==> config.mk <==
export PLATFORM = sky130hd
export DESIGN_NAME = rrc_monitor
export DESIGN_NICKNAME = d
export VERILOG_FILES = /design/src/rtl/rrc_pkg.sv /design/src/rtl/rrc_age_queue.sv /design/src/rtl/rrc_event_decode.sv /design/src/rtl/rrc_error_flags.sv /design/src/rtl/rrc_monitor.sv
export SDC_FILE = /design/constraint.sdc
export NUM_CORES = 1
export LEC_CHECK = 0
export BUFFER_PORTS_ARGS = -buffer_cell sky130_fd_sc_hd__buf_2
export CORE_MARGIN = 4
export CORE_UTILIZATION = 35
export DETAILED_ROUTE_END_ITERATION = 7
export SLEW_MARGIN = 0
export SYNTH_ARGS = -nofsm -noshare
export SYNTH_HDL_FRONTEND = slang
export SYNTH_SLANG_ARGS = --single-unit
==> constraint.sdc <==
create_clock -name clk -period 6.3 [get_ports clk]
set_input_delay 0.315 -clock clk [delete_from_list [all_inputs] [get_ports clk]]
set_output_delay 0.315 -clock clk [all_outputs]
set_load 0.01 [all_outputs]
==> src/rtl/rrc_pkg.sv <==
package rrc_pkg;

  localparam int ERR_EARLY = 0;
  localparam int ERR_LATE  = 1;
  localparam int ERR_OVER  = 2;
  localparam int ERR_SPUR  = 3;
  localparam int ERR_UNM   = 4;
  localparam int NUM_ERR   = 5;

  // Saturating increment used by the age trackers.
  function automatic int sat_inc(input int val, input int limit);
    return (val >= limit) ? limit : val + 1;
  endfunction

  // Pending count left after this edge's retirement.
  function automatic int after_retire(input int cnt, input logic retire);
    return cnt - (retire ? 1 : 0);
  endfunction

  // True when a response is too soon for a request of the given age.
  function automatic logic too_early(input int age, input int min_lat);
    return age < min_lat;
  endfunction

  // True when the oldest request has used its last legal edge.
  function automatic logic window_closed(input int age, input int max_lat);
    return age >= max_lat;
  endfunction

endpackage

==> src/rtl/rrc_age_queue.sv <==
module rrc_age_queue #(
  parameter int DEPTH   = 3,
  parameter int MAX_LAT = 5,
  parameter int AW      = 3,
  parameter int CW      = 2
) (
  input  logic          clk,
  input  logic          rst,
  input  logic          pop,
  input  logic          push,
  output logic [CW-1:0] count,
  output logic [AW-1:0] head_age
);
  import rrc_pkg::*;

  localparam int AGE_SAT = MAX_LAT + 1;

  logic [AW-1:0] age_q   [DEPTH];
  logic [AW-1:0] age_sh  [DEPTH];
  logic [AW-1:0] age_inc [DEPTH];
  logic [AW-1:0] age_n   [DEPTH];
  logic [CW-1:0] cnt_q;
  logic [CW-1:0] cnt_mid;
  logic [CW-1:0] cnt_n;

  assign cnt_mid = cnt_q - CW'(pop);
  assign cnt_n   = cnt_mid + CW'(push);

  for (genvar i = 0; i < DEPTH; i++) begin : g_slot
    if (i + 1 < DEPTH) begin : g_mid
      assign age_sh[i] = pop ? age_q[i+1] : age_q[i];
    end else begin : g_last
      assign age_sh[i] = pop ? '0 : age_q[i];
    end
    assign age_inc[i] = AW'(sat_inc(int'(age_sh[i]), AGE_SAT));
    assign age_n[i]   = (push && (cnt_mid == CW'(i))) ? AW'(1) : age_inc[i];

    always_ff @(posedge clk) begin
      if (rst) age_q[i] <= '0;
      else     age_q[i] <= age_n[i];
    end
  end

  always_ff @(posedge clk) begin
    if (rst) cnt_q <= '0;
    else     cnt_q <= cnt_n;
  end

  assign count    = cnt_q;
  assign head_age = age_q[0];

  AST_POP_NONEMPTY: assert property (@(posedge clk) disable iff (rst) pop |-> cnt_q != '0);
  AST_PUSH_ROOM: assert property (@(posedge clk) disable iff (rst) push |-> (int'(cnt_q) - int'(pop)) < DEPTH);
  AST_CNT_LIMIT: assert property (@(posedge clk) disable iff (rst) int'(cnt_q) <= DEPTH);
  AST_HEAD_AGE: assert property (@(posedge clk) disable iff (rst) (cnt_q != '0) |-> int'(age_q[0]) <= MAX_LAT);

endmodule

==> src/rtl/rrc_event_decode.sv <==
module rrc_event_decode #(
  parameter int MIN_LAT = 2,
  parameter int MAX_LAT = 5,
  parameter int DEPTH   = 3,
  parameter int AW      = 3,
  parameter int CW      = 2
) (
  input  logic                        req,
  input  logic                        rsp,
  input  logic                        eot,
  input  logic [CW-1:0]               count,
  input  logic [AW-1:0]               head_age,
  output logic                        pop,
  output logic                        push,
  output logic [rrc_pkg::NUM_ERR-1:0] ev
);
  import rrc_pkg::*;

  logic has_pend;
  logic rsp_hit;
  logic tmo;
  logic over;

  always_comb begin
    has_pend = (count != '0);
    rsp_hit  = rsp && has_pend;
    tmo      = has_pend && !rsp && window_closed(int'(head_age), MAX_LAT);
    pop      = rsp_hit || tmo;
    over     = req && (after_retire(int'(count), pop) >= DEPTH);
    push     = req && !over;

    ev            = '0;
    ev[ERR_EARLY] = rsp_hit && too_early(int'(head_age), MIN_LAT);
    ev[ERR_LATE]  = tmo;
    ev[ERR_OVER]  = over;
    ev[ERR_SPUR]  = rsp && !has_pend;
    ev[ERR_UNM]   = eot && has_pend;
  end

endmodule

==> src/rtl/rrc_error_flags.sv <==
module rrc_error_flags #(
  parameter int N = 5
) (
  input  logic         clk,
  input  logic         rst,
  input  logic [N-1:0] ev,
  output logic [N-1:0] pulse,
  output logic [N-1:0] sticky
);

  logic [N-1:0] pulse_q;
  logic [N-1:0] sticky_q;

  always_ff @(posedge clk) begin
    if (rst) begin
      pulse_q  <= '0;
      sticky_q <= '0;
    end else begin
      pulse_q  <= ev;
      sticky_q <= sticky_q | ev;
    end
  end

  assign pulse  = pulse_q;
  assign sticky = sticky_q;

  AST_STICKY_KEEP: assert property (@(posedge clk) disable iff (rst) ($past(sticky_q) & ~sticky_q) == '0);
  AST_PULSE_FROM_EV: assert property (@(posedge clk) disable iff (rst) 1'b1 |=> pulse_q == $past(ev));

endmodule

==> src/rtl/rrc_monitor.sv <==
module rrc_monitor #(
  parameter int MIN_LAT = 2,
  parameter int MAX_LAT = 5,
  parameter int MAX_OUT = 3,
  localparam int AW     = $clog2(MAX_LAT + 2),
  localparam int CW     = $clog2(MAX_OUT + 1)
) (
  input  logic                        clk,
  input  logic                        rst,
  input  logic                        req,
  input  logic                        rsp,
  input  logic                        eot,
  output logic [CW-1:0]               outstanding,
  output logic [rrc_pkg::NUM_ERR-1:0] err_pulse,
  output logic [rrc_pkg::NUM_ERR-1:0] err_sticky
);
  import rrc_pkg::*;

  // Named internal events shared by the submodules and the assertions.
  logic               q_pop;
  logic               q_push;
  logic [CW-1:0]      q_count;
  logic [AW-1:0]      q_head_age;
  logic [NUM_ERR-1:0] err_ev;

  rrc_age_queue #(
    .DEPTH  (MAX_OUT),
    .MAX_LAT(MAX_LAT),
    .AW     (AW),
    .CW     (CW)
  ) queue_i (
    .clk     (clk),
    .rst     (rst),
    .pop     (q_pop),
    .push    (q_push),
    .count   (q_count),
    .head_age(q_head_age)
  );

  rrc_event_decode #(
    .MIN_LAT(MIN_LAT),
    .MAX_LAT(MAX_LAT),
    .DEPTH  (MAX_OUT),
    .AW     (AW),
    .CW     (CW)
  ) decode_i (
    .req     (req),
    .rsp     (rsp),
    .eot     (eot),
    .count   (q_count),
    .head_age(q_head_age),
    .pop     (q_pop),
    .push    (q_push),
    .ev      (err_ev)
  );

  rrc_error_flags #(
    .N(NUM_ERR)
  ) flags_i (
    .clk   (clk),
    .rst   (rst),
    .ev    (err_ev),
    .pulse (err_pulse),
    .sticky(err_sticky)
  );

  assign outstanding = q_count;

  AST_COUNT_STEP: assert property (@(posedge clk) disable iff (rst) 1'b1 |=> (int'(outstanding) <= int'($past(outstanding)) + 1) && (int'(outstanding) + 1 >= int'($past(outstanding))));
  AST_SPUR_EMPTY: assert property (@(posedge clk) disable iff (rst) (rsp && !req && outstanding == '0) |=> outstanding == '0);
  AST_PAIR_HOLDS: assert property (@(posedge clk) disable iff (rst) (req && rsp && outstanding != '0) |=> outstanding == $past(outstanding));

endmodule

# ---- After elaboration in Yosys (flattened, before gate mapping)
# Memories as Yosys holds them, arrays and structs flattened.
# Cells that the tools add are included.
dict set report totals {
  inputBits 5
  regBits 12
  mem_bits_rw 9
  latch_bits 0
  mem_bits_ro 0
  n_memories 1
}
dict set report op_classes {
  bitwise_logic 4
  n_eq_ne 2
  reduce_logical 17
  div_mod_pow 0
  n_mux 16
  addsub 6
  shifts 0
  n_lt_le_gt_ge 6
  multipliers 0
}
# name depth word_bits read_ports rd_clocked_by_memory_dff wr line_no
set memory_table {}
lappend memory_table {queue_i.age_q 3 3 3 0 3 rrc_age_queue.sv:18} ;# logic [AW-1:0] age_q [DEPTH];
# operator n
set op_table {}
lappend op_table {{$mux 3} 12}
lappend op_table {{$ge 32x3->1 const B} 1}
lappend op_table {{$sub 3x32->32} 1}
lappend op_table {{$ge 3x3->1 const B} 4}
lappend op_table {{$logic_and 1x1->1} 11}
lappend op_table {{$add 3x1->3 const B} 3}
lappend op_table {{$or 5x5->5} 1}
lappend op_table {{$mux 1} 4}
lappend op_table {{$logic_not 1->1} 3}
lappend op_table {{$lt 3x2->1 const B} 1}
lappend op_table {{$or 1x1->1} 3}
lappend op_table {{$add 2x1->2} 1}
lappend op_table {{$eq 2x1->1 const B} 1}
lappend op_table {{$eq 2x2->1 const B} 1}
lappend op_table {{$logic_not 2->1} 1}
lappend op_table {{$reduce_bool 2->1} 1}
lappend op_table {{$sub 2x1->2} 1}
lappend op_table {{$logic_or 1x1->1} 1}

# ---- Logic depth before layout (Yosys ltp)
dict set report logic_depth {
  ltp_word 13
  depth_mapped 11
  mapped_depth_nobuf 10
}

# ---- By module
# A second synthesis with hierarchy kept.
dict set report hier_totals {
  hier_cells 122
  hier_area_um2 1152.4
}
# mod area_each_um2 seq_area_each_um2 n_inst cells_each
set modules_own_cells {}
lappend modules_own_cells {rrc_age_queue 663.1 220.2 1 70}
lappend modules_own_cells {rrc_error_flags 281.5 200.2 1 20}
lappend modules_own_cells {rrc_event_decode 207.7 0.0 1 32}

# ---- Worst setup path after synthesis
# OpenSTA, ideal clock, no wires.
dict set report synth_path {
  path_type {register -> register}
  start {reg queue_i.cnt_q[1], in the netlist queue_i.count[1]}
  end {reg queue_i.cnt_q[0], in the netlist queue_i.count[0]}
  setup_slack_ps 4051
  n_path_buf 1
  required_time_ps 6172
  period_less_slack_ps 2249
  setup_ps 128
  path_stages_with_launch 11
  arrival_ps 2121
  path_cell_list {dfxtp_1 o22ai_2 or2_1 buf_6 inv_4 ha_1 ha_1 nor3_1 nor2b_1 ha_1 nor2b_1}
}
dict set report synth_via {
  elab_chain_cells 11
  word_cells_on_any_way 13
  cone_classes {3 x add/sub; 1 x order compare; 1 x mux; 8 x reduce/logical}
}
# element line_no
set synth_rtl {}
lappend synth_rtl {{start, declared} rrc_age_queue.sv:22} ;# logic [CW-1:0] cnt_q;
lappend synth_rtl {{start signal, assigned} rrc_age_queue.sv:46} ;# else cnt_q <= cnt_n;
lappend synth_rtl {{$reduce_bool 2->1} rrc_event_decode.sv:25} ;# has_pend = (count != '0);
lappend synth_rtl {{$logic_and 1x1->1 (2 in series)} rrc_event_decode.sv:27} ;# tmo = has_pend && !rsp && window_closed(int'(head_age), MAX_LAT);
lappend synth_rtl {{$logic_or 1x1->1} rrc_event_decode.sv:28} ;# pop = rsp_hit || tmo;
lappend synth_rtl {{$mux 1} rrc_pkg.sv:17} ;# return cnt - (retire ? 1 : 0);
lappend synth_rtl {{$sub 3x32->32} rrc_pkg.sv:17}
lappend synth_rtl {{$ge 32x3->1} rrc_event_decode.sv:29} ;# over = req && (after_retire(int'(count), pop) >= DEPTH);
lappend synth_rtl {{$logic_and 1x1->1} rrc_event_decode.sv:29}
lappend synth_rtl {{$logic_not 1->1} rrc_event_decode.sv:30} ;# push = req && !over;
lappend synth_rtl {{$logic_and 1x1->1} rrc_event_decode.sv:30}
lappend synth_rtl {{$add 2x1->2 (*)} rrc_age_queue.sv:27} ;# assign cnt_n = cnt_mid + CW'(push);
lappend synth_rtl {{net queue_i.cnt_n[0]} rrc_age_queue.sv:24} ;# logic [CW-1:0] cnt_n;
# The timed path passes the listed nets; every way through them passes the cells marked *.
# A chain may end at the register's enable or synchronous reset.

# ---- Final worst setup path
# Same ends and word-level chain as after synthesis.

==> flow_metrics.tcl <==
set metrics [dict create \
    hold_class "in -> reg" \
    rows 19 \
    synth_top_area_cell "dfxtp_1" \
    crit_required_ps 6510 \
    hold_path.startpoint "eot" \
    grt_pass1_vias 795 \
    drtIter0Drc 25 \
    cts_buffer_depth 2 \
    whs_endpoint "flags_i.pulse[4]" \
    ctsResizeCount 0 \
    ys_ff_latch 21 \
    tns_ps 0 \
    finalCriticalPeriod_ps 2530 \
    rsz0062_at_grt "false" \
    antenna_found_initial 0 \
    cpMaxStageDelayCell "dfxtp_1" \
    synth-edff-count 0 \
    io_pins 17 \
    grt_max_degree 14 \
    syn-instance-count 109 \
    synthArstFlopShare_pct 0 \
    fmax_ghz 0.395 \
    cts_tree "built" \
    whs_path_depth 2 \
    cts_root_buffer "clkbuf_4" \
    ir_drop_mv 0.131 \
    clkTransAtPathRegs_ps 130 \
    r2r_cells 9 \
    path_cells "o22ai_2, or2_1, inv_4, ha_1, ha_1, nor3_1, nor2b_1, ha_1, nor2b_1" \
    worst_skew_pair.late_latency_ps 300 \
    power.density_mw_per_mm2 435 \
    num_antenna_cells 0 \
    cts_sinks 21 \
    fin_hold_ws_ps 265 \
    port_buffers 16 \
    final-max-slew-violation-count 0 \
    synth.distinct_cells 37 \
    syn-num-nets 123 \
    drive_above_1_share_pct 22.8 \
    arrival_ps 2740 \
    tightest_slew_ps 401 \
    track_usage_pct 10.3 \
    first_pass_iters 4 \
    finalNetCount 142 \
    reg2reg_slack_ps 3770 \
    leakage_nw 0.606 \
    syn_area_per_cell_sq_um 9.52 \
    grt_pass1_wl_um 3320 \
    crit_top_cell "ha_1" \
    die_x_um 62.4 \
    initial_core_util_pct 37.0 \
    final-setup-viol-count 0 \
    synth_area_leaders "dfxtp_1 41%, ha_1 11%, inv_1 4.0%, a21o_1 3.6%, o21a_1 3.6%" \
    dieArea_sq_mm 0.00390 \
    hold_viol 0 \
    fin_ws_ps 3770 \
    critPathLaunchType "register" \
    drc_errors 0 \
    syn_area_sq_mm 0.00104 \
    numCtsBuffers 3 \
    ctsHoldBuffers 0 \
    die_h_um 62.4 \
    crit_type "reg -> reg" \
    routed-via-count 810 \
    status "complete, no violations" \
    grt-ovfl-total 0 \
    gp_congestion 0.762 \
    area_growth_pct 12.7 \
    post_cts_buffers 0 \
    synth_top_flop_cell "dfxtp_1" \
    drt-total-wl_um 1920 \
    crit_fanout 9 \
    critPathCaptureType "register" \
    period_share_pct 40.2 \
    hpwl_um 1580 \
    ys_warn_count 0 \
    p_total_mw 0.508 \
    maxCapViolCount 0 \
    drt-vias-per-instance 5.13 \
    wl_per_cell_um 12.1 \
    synth_top_area_share_pct 40.5 \
    timing.slew.headroom_pct 73.2 \
    drtAntennaViolNets 0 \
    ys_seq_area_share_pct 40.5 \
    timing.rr.end "queue_i.count[0]" \
    skew_ps 6.05 \
    h-tree-depth 1 \
    r2r_start "queue_i.count[1]" \
    core-area_sq_mm 0.00281 \
    slowest_delay_ps 390 \
    dp_worst_setup_slack_ps 3710 \
]
synth_stat cells (2+ instances only):
master / n
a21o_1: 5
a21oi_1: 3
a31oi_1: 3
and3_1: 2
dfxtp_1: 21
ha_1: 9
inv_1: 11
mux2_4: 2
nand2_1: 7
nand2b_1: 2
nor2_1: 5
nor2b_1: 2
nor3_1: 2
nor3b_1: 2
o21a_1: 5
o21ai_0: 5
o31ai_1: 2
or3_1: 2
placed cells by master, fill, tap and decap left out, types with 3 or more instances in the layout:
cell type | netlist | final
a21oi_1 | 3 | 3
nand2_1 | 7 | 7
inv_1 | 11 | 11
clkbuf_4 | 0 | 3
dfxtp_1 | 21 | 21
buf_2 | 0 | 16
a21o_1 | 5 | 5
o21ai_0 | 5 | 5
ha_1 | 9 | 9
o21a_1 | 5 | 5
a31oi_1 | 3 | 3
nor2_1 | 5 | 5
how the worst max path moves through the flow:
stage	from	to	slack (ps)	cells past startpoint
floorplan	queue_i.count[1]	queue_i.count[0]	4050	10
global placement	rsp	queue_i.count[0]	3760	10
detailed placement	rsp	queue_i.count[0]	3710	10
CTS	queue_i.count[1]	queue_i.count[0]	3780	9
global route	queue_i.count[1]	queue_i.count[1]	3560	10
finish	queue_i.count[1]	queue_i.count[0]	3770	9
per-stage QoR:
step                      instance area, sq um  std cells  utilization (%)
after floorplan                           1040        109                -
after global placement                    1140        154             40.7
after detailed placement                  1140        154             40.7
after CTS                                 1170        158             41.7
after global routing                      1170        158             41.7
final                                     1170        158             41.7
power by group:
group	total [mW]	leakage, nW	internal, mW	switching, mW
clock	0.0667	0.0177	0.0237	0.0431
sequential	0.202	0.173	0.173	0.0285
combinational	0.240	0.416	0.109	0.130
total	0.508	0.606	0.307	0.202
state kept, by name (all words and copies together), names as in the netlist:
| signal | cells |
|---|---|
| flags_i.sticky | 5 |
| queue_i.count | 2 |
| flags_i.pulse | 5 |
| queue_i.age_q | 9 |
cell type report:
type,instances,area [sq um]
Inverter,12,47.5
Fill cell,288,1640
Multi-Input combinational cell,74,554
Clock buffer,3,22.5
Clock inverter,1,5.00
Tap cell,31,38.8
Sequential cell,21,420
Timing Repair Buffer,16,80.1
critical path: cells and delay by family (launching register included):
kind	cells	cell delay, ps
DFF	1	390
adders and majority gates	3	810
AOI/OAI and AO/OA	1	370
buffers and inverters	1	80
and+or+nand+nor	4	800
routing by layer:
layer	track usage (%)	wire length (um)
met1	11.2	870
met2	19.2	935
met3	3.24	100
met4	2.48	11
met5	0	0
logic make-up after synthesis:
group	synth area share, %
flops	40.5
buf+inv	6.03
compound gates	22.2
xor+xnor	0.845
mux	2.90
simple gates	16.6
fa+ha+maj	10.9
No activity file was read; power rests on OpenSTA's default activity.
